`src/rtl/cfc_pkg.sv`:
```
package cfc_pkg;
  typedef enum logic [1:0] {
    ST_RUN    = 2'd0,
    ST_WAIT   = 2'd1,
    ST_FROZEN = 2'd2
  } frzState_t;

  typedef struct packed {
    logic capturePtr;   // latch curPtr this edge
    logic resumeNow;    // leaving frozen this edge
    logic frozenNow;    // freeze state active
    logic stoppedNow;   // low-power stop active
  } ctrlStrobe_t;
endpackage

```
`src/rtl/cfc_ctrl.sv`:
```
module cfc_ctrl
  import cfc_pkg::*;
(
  input  logic        clk,
  input  logic        rstN,
  input  logic        dbgReq,
  input  logic        dbgEn,
  input  logic        stopCfg,
  input  logic        sysStopReq,
  input  logic        queueActive,
  input  logic        convBusy,
  input  logic        convDone,
  input  logic        modeChange,
  input  logic        q2Abort,
  output ctrlStrobe_t strb
);
  frzState_t state, stateNext;
  logic stopQ;
  logic reqOn, quickCut, enterFrozen;

  assign reqOn    = dbgReq && dbgEn && !stopQ;
  assign quickCut = modeChange || q2Abort;

  always_comb begin
    stateNext   = state;
    enterFrozen = 1'b0;
    unique case (state)
      ST_RUN: begin
        if (reqOn) begin
          if (convBusy && !convDone && !quickCut) begin
            stateNext = ST_WAIT;
          end else begin
            stateNext   = ST_FROZEN;
            enterFrozen = 1'b1;
          end
        end
      end
      ST_WAIT: begin
        if (!(dbgReq && dbgEn)) begin
          stateNext = ST_RUN;
        end else if (convDone || quickCut) begin
          stateNext   = ST_FROZEN;
          enterFrozen = 1'b1;
        end
      end
      ST_FROZEN: begin
        if (!dbgReq) stateNext = ST_RUN;
      end
      default: stateNext = ST_RUN;
    endcase
  end

  always_ff @(posedge clk) begin
    if (!rstN) begin
      state <= ST_RUN;
      stopQ <= 1'b0;
    end else begin
      state <= stateNext;
      stopQ <= stopCfg || sysStopReq;
    end
  end

  always_comb begin
    strb.capturePtr = enterFrozen && queueActive;
    strb.resumeNow  = (state == ST_FROZEN) && !dbgReq;
    strb.frozenNow  = (state == ST_FROZEN);
    strb.stoppedNow = stopQ;
  end
endmodule

```
`src/rtl/cfc_datapath.sv`:
```
module cfc_datapath
  import cfc_pkg::*;
#(
  parameter int PTR_W  = 6,
  parameter int MODE_W = 3,
  parameter int NTRIG  = 2
) (
  input  logic                  clk,
  input  logic                  rstN,
  input  ctrlStrobe_t           strb,
  input  logic [PTR_W-1:0]      curPtr,
  input  logic [2*MODE_W-1:0]   qModes,
  input  logic                  swPtrWe,
  input  logic [PTR_W-1:0]      swPtrData,
  input  logic [NTRIG-1:0]      trigIn,
  input  logic [NTRIG-1:0]      trigAck,
  output logic                  frozen,
  output logic                  anaClkEn,
  output logic                  timerRst,
  output logic                  trigCapEn,
  output logic                  convEn,
  output logic [PTR_W-1:0]      savedPtr,
  output logic                  resumePulse,
  output logic [PTR_W-1:0]      resumePtr,
  output logic [2*MODE_W-1:0]   resumeModes,
  output logic [NTRIG-1:0]      pendTrig
);
  logic [NTRIG-1:0] trigPrev;
  logic             capEn;

  assign capEn     = !strb.frozenNow && !strb.stoppedNow;
  assign frozen    = strb.frozenNow;
  assign timerRst  = strb.frozenNow;
  assign anaClkEn  = capEn;
  assign trigCapEn = capEn;
  assign convEn    = !strb.stoppedNow;

  always_ff @(posedge clk) begin
    if (!rstN) begin
      savedPtr <= '0;
    end else if (strb.capturePtr) begin
      savedPtr <= curPtr;
    end else if (strb.frozenNow && swPtrWe) begin
      savedPtr <= swPtrData;
    end
  end

  always_ff @(posedge clk) begin
    if (!rstN) begin
      resumePulse <= 1'b0;
      resumePtr   <= '0;
      resumeModes <= '0;
    end else begin
      resumePulse <= strb.resumeNow;
      if (strb.resumeNow) begin
        resumePtr   <= savedPtr;
        resumeModes <= qModes;
      end
    end
  end

  for (genvar i = 0; i < NTRIG; i++) begin : g_trig
    always_ff @(posedge clk) begin
      if (!rstN) begin
        trigPrev[i] <= 1'b0;
        pendTrig[i] <= 1'b0;
      end else begin
        trigPrev[i] <= trigIn[i];
        if (trigAck[i]) begin
          pendTrig[i] <= 1'b0;
        end else if (capEn && trigIn[i] && !trigPrev[i]) begin
          pendTrig[i] <= 1'b1;
        end
      end
    end
  end
endmodule

```
`src/rtl/conv_freeze_ctrl.sv`:
```
module conv_freeze_ctrl
  import cfc_pkg::*;
#(
  parameter int PTR_W  = 6,
  parameter int MODE_W = 3,
  parameter int NTRIG  = 2
) (
  input  logic                  clk,
  input  logic                  rstN,
  input  logic                  dbgReq,
  input  logic                  dbgEn,
  input  logic                  stopCfg,
  input  logic                  sysStopReq,
  input  logic                  queueActive,
  input  logic                  convBusy,
  input  logic                  convDone,
  input  logic                  modeChange,
  input  logic                  q2Abort,
  input  logic [PTR_W-1:0]      curPtr,
  input  logic [2*MODE_W-1:0]   qModes,
  input  logic                  swPtrWe,
  input  logic [PTR_W-1:0]      swPtrData,
  input  logic [NTRIG-1:0]      trigIn,
  input  logic [NTRIG-1:0]      trigAck,
  output logic                  frozen,
  output logic                  anaClkEn,
  output logic                  timerRst,
  output logic                  trigCapEn,
  output logic                  convEn,
  output logic [PTR_W-1:0]      savedPtr,
  output logic                  resumePulse,
  output logic [PTR_W-1:0]      resumePtr,
  output logic [2*MODE_W-1:0]   resumeModes,
  output logic [NTRIG-1:0]      pendTrig
);
  ctrlStrobe_t strb;

  cfc_ctrl u_ctrl (
    .clk(clk), .rstN(rstN), .dbgReq(dbgReq), .dbgEn(dbgEn),
    .stopCfg(stopCfg), .sysStopReq(sysStopReq), .queueActive(queueActive),
    .convBusy(convBusy), .convDone(convDone), .modeChange(modeChange),
    .q2Abort(q2Abort), .strb(strb)
  );

  cfc_datapath #(.PTR_W(PTR_W), .MODE_W(MODE_W), .NTRIG(NTRIG)) u_dp (
    .clk(clk), .rstN(rstN), .strb(strb), .curPtr(curPtr), .qModes(qModes),
    .swPtrWe(swPtrWe), .swPtrData(swPtrData), .trigIn(trigIn),
    .trigAck(trigAck), .frozen(frozen), .anaClkEn(anaClkEn),
    .timerRst(timerRst), .trigCapEn(trigCapEn), .convEn(convEn),
    .savedPtr(savedPtr), .resumePulse(resumePulse), .resumePtr(resumePtr),
    .resumeModes(resumeModes), .pendTrig(pendTrig)
  );
endmodule

```
`config.mk`:
```
export PLATFORM = sky130hd
export DESIGN_NAME = conv_freeze_ctrl
export DESIGN_NICKNAME = d
export VERILOG_FILES = /design/src/rtl/cfc_pkg.sv /design/src/rtl/cfc_ctrl.sv /design/src/rtl/cfc_datapath.sv /design/src/rtl/conv_freeze_ctrl.sv
export SDC_FILE = /design/constraint.sdc
export NUM_CORES = 1
export LEC_CHECK = 0
export CORE_UTILIZATION = 37
export CTS_CLUSTER_DIAMETER = 40
export DETAILED_ROUTE_END_ITERATION = 10
export GPL_ROUTABILITY_DRIVEN = 0
export PLACE_DENSITY = 0.78
export RECOVER_POWER = 100
export SYNTH_ARGS = -nofsm -noshare
export SYNTH_HDL_FRONTEND = slang
export SYNTH_SLANG_ARGS = --single-unit
```
`constraint.sdc`:
```
create_clock -name clk -period 1.59 [get_ports clk]
set_input_delay 0.159 -clock clk [delete_from_list [all_inputs] [get_ports clk]]
set_output_delay 0.159 -clock clk [all_outputs]
set_load 0.05 [all_outputs]
```
## After elaboration in Yosys (flattened, before gate mapping)

Cells that the tools add are included.

| storage, ports and cells | value |
|---|---|
| bits in writable memories | 0 |
| memories | 0 |
| latch bits | 0 |
| bits in read-only memories | 0 |
| input bits | 34 |
| logic and storage cells | 56 |
| flip-flop bits (word level) | 26 |

| operators by class | value |
|---|---|
| eq/ne operators | 5 |
| bitwise operators | 1 |
| reduce and logical (&&, ||, !) cells | 27 |
| $mul | 0 |
| muxes and demuxes | 13 |
| $lt $le $gt $ge | 0 |
| add/subtract/negate cells | 0 |
| div/mod/pow operators | 0 |
| shift-type cells | 0 |

Operator list:

| operator | number |
|---|---|
| $logic_and A1 B1 Y1 | 12 |
| $mux W6 | 2 |
| $mux W2 | 5 |
| $logic_not A1 Y1 | 7 |
| $pmux W2 S3 | 1 |
| $mux W1 | 4 |
| $reduce_or A2 Y1 | 2 |
| $logic_or A1 B1 Y1 | 3 |
| $ne A3 B3 Y1 const B | 1 |
| $reduce_and A3 Y1 | 1 |
| $eq A2 B1 Y1 const B | 1 |
| $eq A2 B2 Y1 const B | 1 |
| $logic_not A2 Y1 | 1 |
| $ne A2 B1 Y1 const B | 1 |
| $ne A2 B2 Y1 const B | 1 |
| $pmux W1 S2 | 1 |
| $reduce_bool A2 Y1 | 1 |
| $not A1 Y1 | 1 |

## Logic depth before layout (Yosys ltp)

| depth | value |
|---|---|
| depth in word-level cells | 8 |
| gate-level depth with buffers | 4 |
| depth with buffers taken out | 3 |

## Hierarchy

Synthesis repeated with hierarchy kept, for this count alone.

| second synthesis, totals | value |
|---|---|
| cells, all modules | 117 |
| area total of the unflattened synthesis | 1192.4 sq um |

By module, submodules not included:

| module | area an instance (sq um) | instances | cells each |
|---|---|---|---|
| cfc_datapath | 983.4 | 1 | 92 |
| cfc_ctrl | 209.0 | 1 | 25 |

## Worst setup path before layout

OpenSTA, ideal clock, no wires.

| timing | value |
|---|---|
| path type | register to output |
| from | register u_ctrl.state[1] |
| to | output port trigCapEn |
| setup slack | -0.611 ns |
| buffers on the path | 1 |
| cell stages (with the launch flop) | 4 |
| data required time | 1.431 ns |
| arrival time | 2.042 ns |
| path through | dfxtp_1 -> nor2b_1 -> nor2_1 -> buf_4 |

| between the ends | value |
|---|---|
| cells in the longest elaborated chain, start to end | 3 |

RTL lines:

| what | RTL line | RTL |
|---|---|---|
| start, declared | cfc_ctrl.sv:17 | `frzState_t state, stateNext;` |
| start signal, assigned | cfc_ctrl.sv:58 | `state <= stateNext;` |
| $eq A2 B2 Y1 | cfc_ctrl.sv:66 | `strb.frozenNow = (state == ST_FROZEN);` |
| via frozen | conv_freeze_ctrl.sv:25 | `output logic frozen,` |
| $logic_not A1 Y1 | cfc_datapath.sv:31 | `assign capEn = !strb.frozenNow && !strb.stoppedNow;` |
| $logic_and A1 B1 Y1 | cfc_datapath.sv:31 |  |
| end, declared | conv_freeze_ctrl.sv:28 | `output logic trigCapEn,` |

The timed path passes the listed nets, and every way through them passes these cells.

## Worst setup path after layout

| timing | value |
|---|---|
| from | register u_ctrl.state[0] |
| to | register u_dp.savedPtr[1] |

| between the ends | value |
|---|---|
| cells in the longest elaborated chain, start to end | 4 |
| elaborated cells on any way between the ends | 8 |

RTL lines:

| what | RTL line | RTL |
|---|---|---|
| $eq A2 B1 Y1 or $logic_not A2 Y1 (tied branches) | cfc_ctrl.sv:27 | `unique case (state)` |
| $pmux W1 S2 | cfc_ctrl.sv:27 |  |
| $logic_and A1 B1 Y1 | cfc_ctrl.sv:64 | `strb.capturePtr = enterFrozen && queueActive;` |
| $mux W6 or $reduce_bool A2 Y1 (tied branches) | - |  |
| end signal, assigned | cfc_datapath.sv:42 | `savedPtr <= curPtr;` |
| end signal, assigned | cfc_datapath.sv:44 | `savedPtr <= swPtrData;` |
| end, declared | cfc_datapath.sv:22 | `output logic [PTR_W-1:0] savedPtr,` |

Parallel ways exist; a longest one is shown, timed or not.
A chain may end at the register's enable or synchronous reset.

==> run_results.csv <==
group,metric,value,unit
floorplanning,die_w,55.36,µm
logic_synthesis,synth_edf_count,0,
worst_setup_path,critPathArrivalTime,1710,ps
detailed_routing,wirelength,3132,µm
logic_synthesis,synth_area_per_cell,9.004,µm²
floorplanning,die_y,55.36,µm
logic_synthesis,synth_common_cells,"dfxtp_1, nand2_1, a21oi_1",
worst_setup_path,required,1820,ps
logic_synthesis,synth-seq-area-share,49.41,%
placement,hpwl,2421,µm
logic_synthesis,synth-xor-area-share,0,%
final_layout,instances_no_fill,213,
power_and_ir_drop,p_switching,0.0003761,W
final_layout,antennaDiodeCount,0,
logic_synthesis,synthMuxAreaShare,5.701,%
clock_network,cts_root_buf,"clkbuf_4",
sta,setup_tns,0,ps
detailed_routing,drtPass1Iterations,4,
floorplanning,initial_core_util,40.68,%
power_and_ir_drop,peakVddDrop,0.6671,mV
sta,finalHoldViolCount,0,
floorplanning,ioPinCount,60,
sta,clock_skew,4.488,ps
sta,period_minus_slack,1482,ps
logic_synthesis,synth_top_area_cell,"dfxtp_1",
logic_synthesis,synthDistinctLibCells,24,
clock_network,htreeDepth,1,
final_layout,fillers,233,
sta,slew_headroom,59.42,%
clock_network,clock-sinks,26,
sta,slew_viol_final,0,
logic_synthesis,ys_async_sr_fraction,0,%
detailed_routing,wl_per_cell,14.70,µm
placement,dp_cells,208,
sta,post-route-period-util,93.23,%
sta,grt_setup_unrepaired,"no",
worst_setup_path,path_max_fanout,6,
global_route,grt_pass1_vias,1110,
logic_synthesis,synth_ff_type,"dfxtp_1",
placement,port_buffers,59,
detailed_routing,ant_nets,0,
power_and_ir_drop,pwr-share-clk,31.6,%
power_and_ir_drop,swShare,26.15,%
detailed_routing,viasPerCell,5.160,
logic_synthesis,yosys-top-cells-area,"dfxtp_1, nand2_1, a21oi_1",
worst_setup_path,critPathLaunch,"u_ctrl.state[0]$_SDFFE_PN0P_",
worst_setup_path,regToRegStartpoint,"u_ctrl.state[0]$_SDFFE_PN0P_",
worst_hold_path,min_path_cells,3,
floorplanning,core_area,2590,µm²
final_layout,nNetsFinal,218,
clock_network,cts_tree,"built",
final_layout,postLayoutCoreUtil,63.82,%
clock_network,clkLatencyLatePin,310,ps
sta,max_slew.worst_pin.slew,611.4,ps
clock_network,cts_buffers,3,
logic_synthesis,synth-seq-cells,26,
floorplanning,dieArea,3065,µm²
worst_hold_path,hp-start,"qModes[3]",
detailed_routing,drt-initial-drc-count,35,
worst_setup_path,cp-end-kind,"flip-flop",
logic_synthesis,synth_top_family_by_area,"simple AND/OR/NAND/NOR gates",
sta,whs,370.8,ps
worst_setup_path,reg2reg_slack,110,ps
logic_synthesis,yosysWarningCount,0,
sta,setup_viol,0,
power_and_ir_drop,pwr-share-seq,47.7,%
worst_setup_path,crit_type,"flip-flop to flip-flop",
worst_setup_path,endpoint,"u_dp.savedPtr[1]$_SDFFE_PN0P_",
global_route,grt_usage,21.46,%
worst_setup_path,cp-start-kind,"flip-flop",
global_route,grt_pass1_wl,5223,µm
clock_network,clock_path_buffers,2,
power_and_ir_drop,power_leakage,0.6405,nW
final_layout,area_delta_synth_final,56.89,%
logic_synthesis,syn-num-nets,151,
logic_synthesis,yosys.area_share.simple,24.82,%
power_and_ir_drop,combPwrFrac,20.6,%
clock_network,cts.reportedPaths.clkPinSlew,150,ps
logic_synthesis,synth_fa_ha_area_share,0,%
detailed_routing,vias,1099,
floorplanning,rows,18,
outcome,status,"finished clean",
logic_synthesis,yosys.area.top_type_share,49.41,%
power_and_ir_drop,internal-power,0.001062,W
logic_synthesis,synth-compound-area-share,15.08,%
logic_synthesis,syn-instance-count,117,
clock_network,post_cts_resized,0,
worst_hold_path,hold_path.class,"input port to flip-flop",
worst_setup_path,r2r_cells,3,
sta,clock.fmax,674.6,MHz
global_route,overflow,0,
flow_run,maxCapViolCount,0,
power_and_ir_drop,pwr_density_cell,870.1,nW/µm²
logic_synthesis,synth_most_common_cell,"dfxtp_1",
worst_setup_path,r2r_end,"u_dp.savedPtr[1]$_SDFFE_PN0P_",
logic_synthesis,syn-cell-area,1054,µm²
global_route,grt_max_degree,16,
final_layout,drive_gt1_share,12.02,%
detailed_routing,drc_errors,0,
global_route,antenna_found_initial,0,
flip-flops by register name, summed over array words and instances, names as in the netlist:
register          count
u_dp.trigPrev         2
u_dp.pendTrig         2
u_dp.savedPtr         6
u_dp.resumePulse      1
u_ctrl.stopQ          1
u_ctrl.state          2
u_dp.resumePtr        6
u_dp.resumeModes      6
worst max-delay path, stage by stage (launching register included):
cell and delay (ps):
dfxtp_1 340, or2_1 240, a2111o_1 520, a221oi_1 300
layout by cell type (no fill, tap or decap), drive strengths merged:
cell type      synthesis  layout
a2111o                 1       1
a211oi                 2       2
a21oi                 13      13
a221oi                 6       6
a32o                   1       1
and2                   2       2
buf                    2      12
bufinv                 0       1
clkbuf                 5      27
clkdlybuf4s50          0      32
dfxtp                 26      26
dlygate4sd3            0       1
inv                    5       5
mux2i                  6       6
nand2                 25      25
nand3b                 2       2
nor2                   4       4
nor2b                  2       2
nor3                   2       2
nor3b                  1       1
nor4                   6       6
nor4bb                 1       1
o21ai                  1       1
or2                    1       1
or3b                   1       1
or4b                   2       2
layout make-up:
cell class / instances / area [µm²] / share of cell area, %
inverters: 5 / 18.77 / 1.136
flip-flops and latches: 26 / 520.5 / 31.49
repair buffers: 69 / 533.0 / 32.25
multi-input cells: 79 / 490.5 / 29.67
clock buffers: 3 / 22.52 / 1.363
clock inverters: 1 / 30.03 / 1.817
well taps: 30 / 37.54 / 2.271
repair_timing:
action | in CTS | in global routing
setup endpoints to repair | 0 | 5
endpoints found under the hold margin | 0 | 0
hold buffers | 0 | 0
buffers inserted | 0 | 1
metal layers:
layer,share of wire (%),track usage [%]
met5,0,0
met3,4.2,1.639
met4,1.5,7.500
met1,43,26.06
met2,51,39.41
worst min path at each step:
stage               slack (ps)                                to
finish                     370  u_dp.resumeModes[3]$_SDFFE_PN0P_
global route               340  u_dp.resumeModes[3]$_SDFFE_PN0P_
detailed placement         440     u_dp.pendTrig[1]$_SDFFE_PP0P_
CTS                        370  u_dp.resumeModes[3]$_SDFFE_PN0P_
global placement           440     u_dp.pendTrig[0]$_SDFFE_PP0P_
floorplan                  230     u_dp.pendTrig[0]$_SDFFE_PP0P_
per-stage QoR:
stage                     total power (W)  cell area, µm²  setup slack, ps
after detailed placement         0.001025            1710           -156.2
after global placement           0.001017            1710           -77.42
after global routing             0.001506            1653            8.045
after floorplan                 0.0008534            1064            126.6
after CTS                        0.001470            1763            98.73
final                            0.001438            1653            107.7
power groups by stage:
| stage | sequential, W | clock, W | combinational, W |
|---|---|---|---|
| 4_1_cts | 0.000687 | 0.000457 | 0.000325 |
| 2_1_floorplan | 0.000749 | 0 | 0.000105 |
| 3_3_place_gp | 0.000700 | 0 | 0.000317 |
| 6_report | 0.000686 | 0.000455 | 0.000297 |
| 5_1_grt | 0.000690 | 0.000504 | 0.000313 |
| 3_5_place_dp | 0.000701 | 0 | 0.000325 |
logic make-up after synthesis:
group,after synthesis
AND/OR/NAND/NOR,49
AO/OA/AOI/OAI,24
flip-flops,26
multiplexers,6
buffers and inverters,12
No activity file was read; power rests on OpenSTA's default activity.
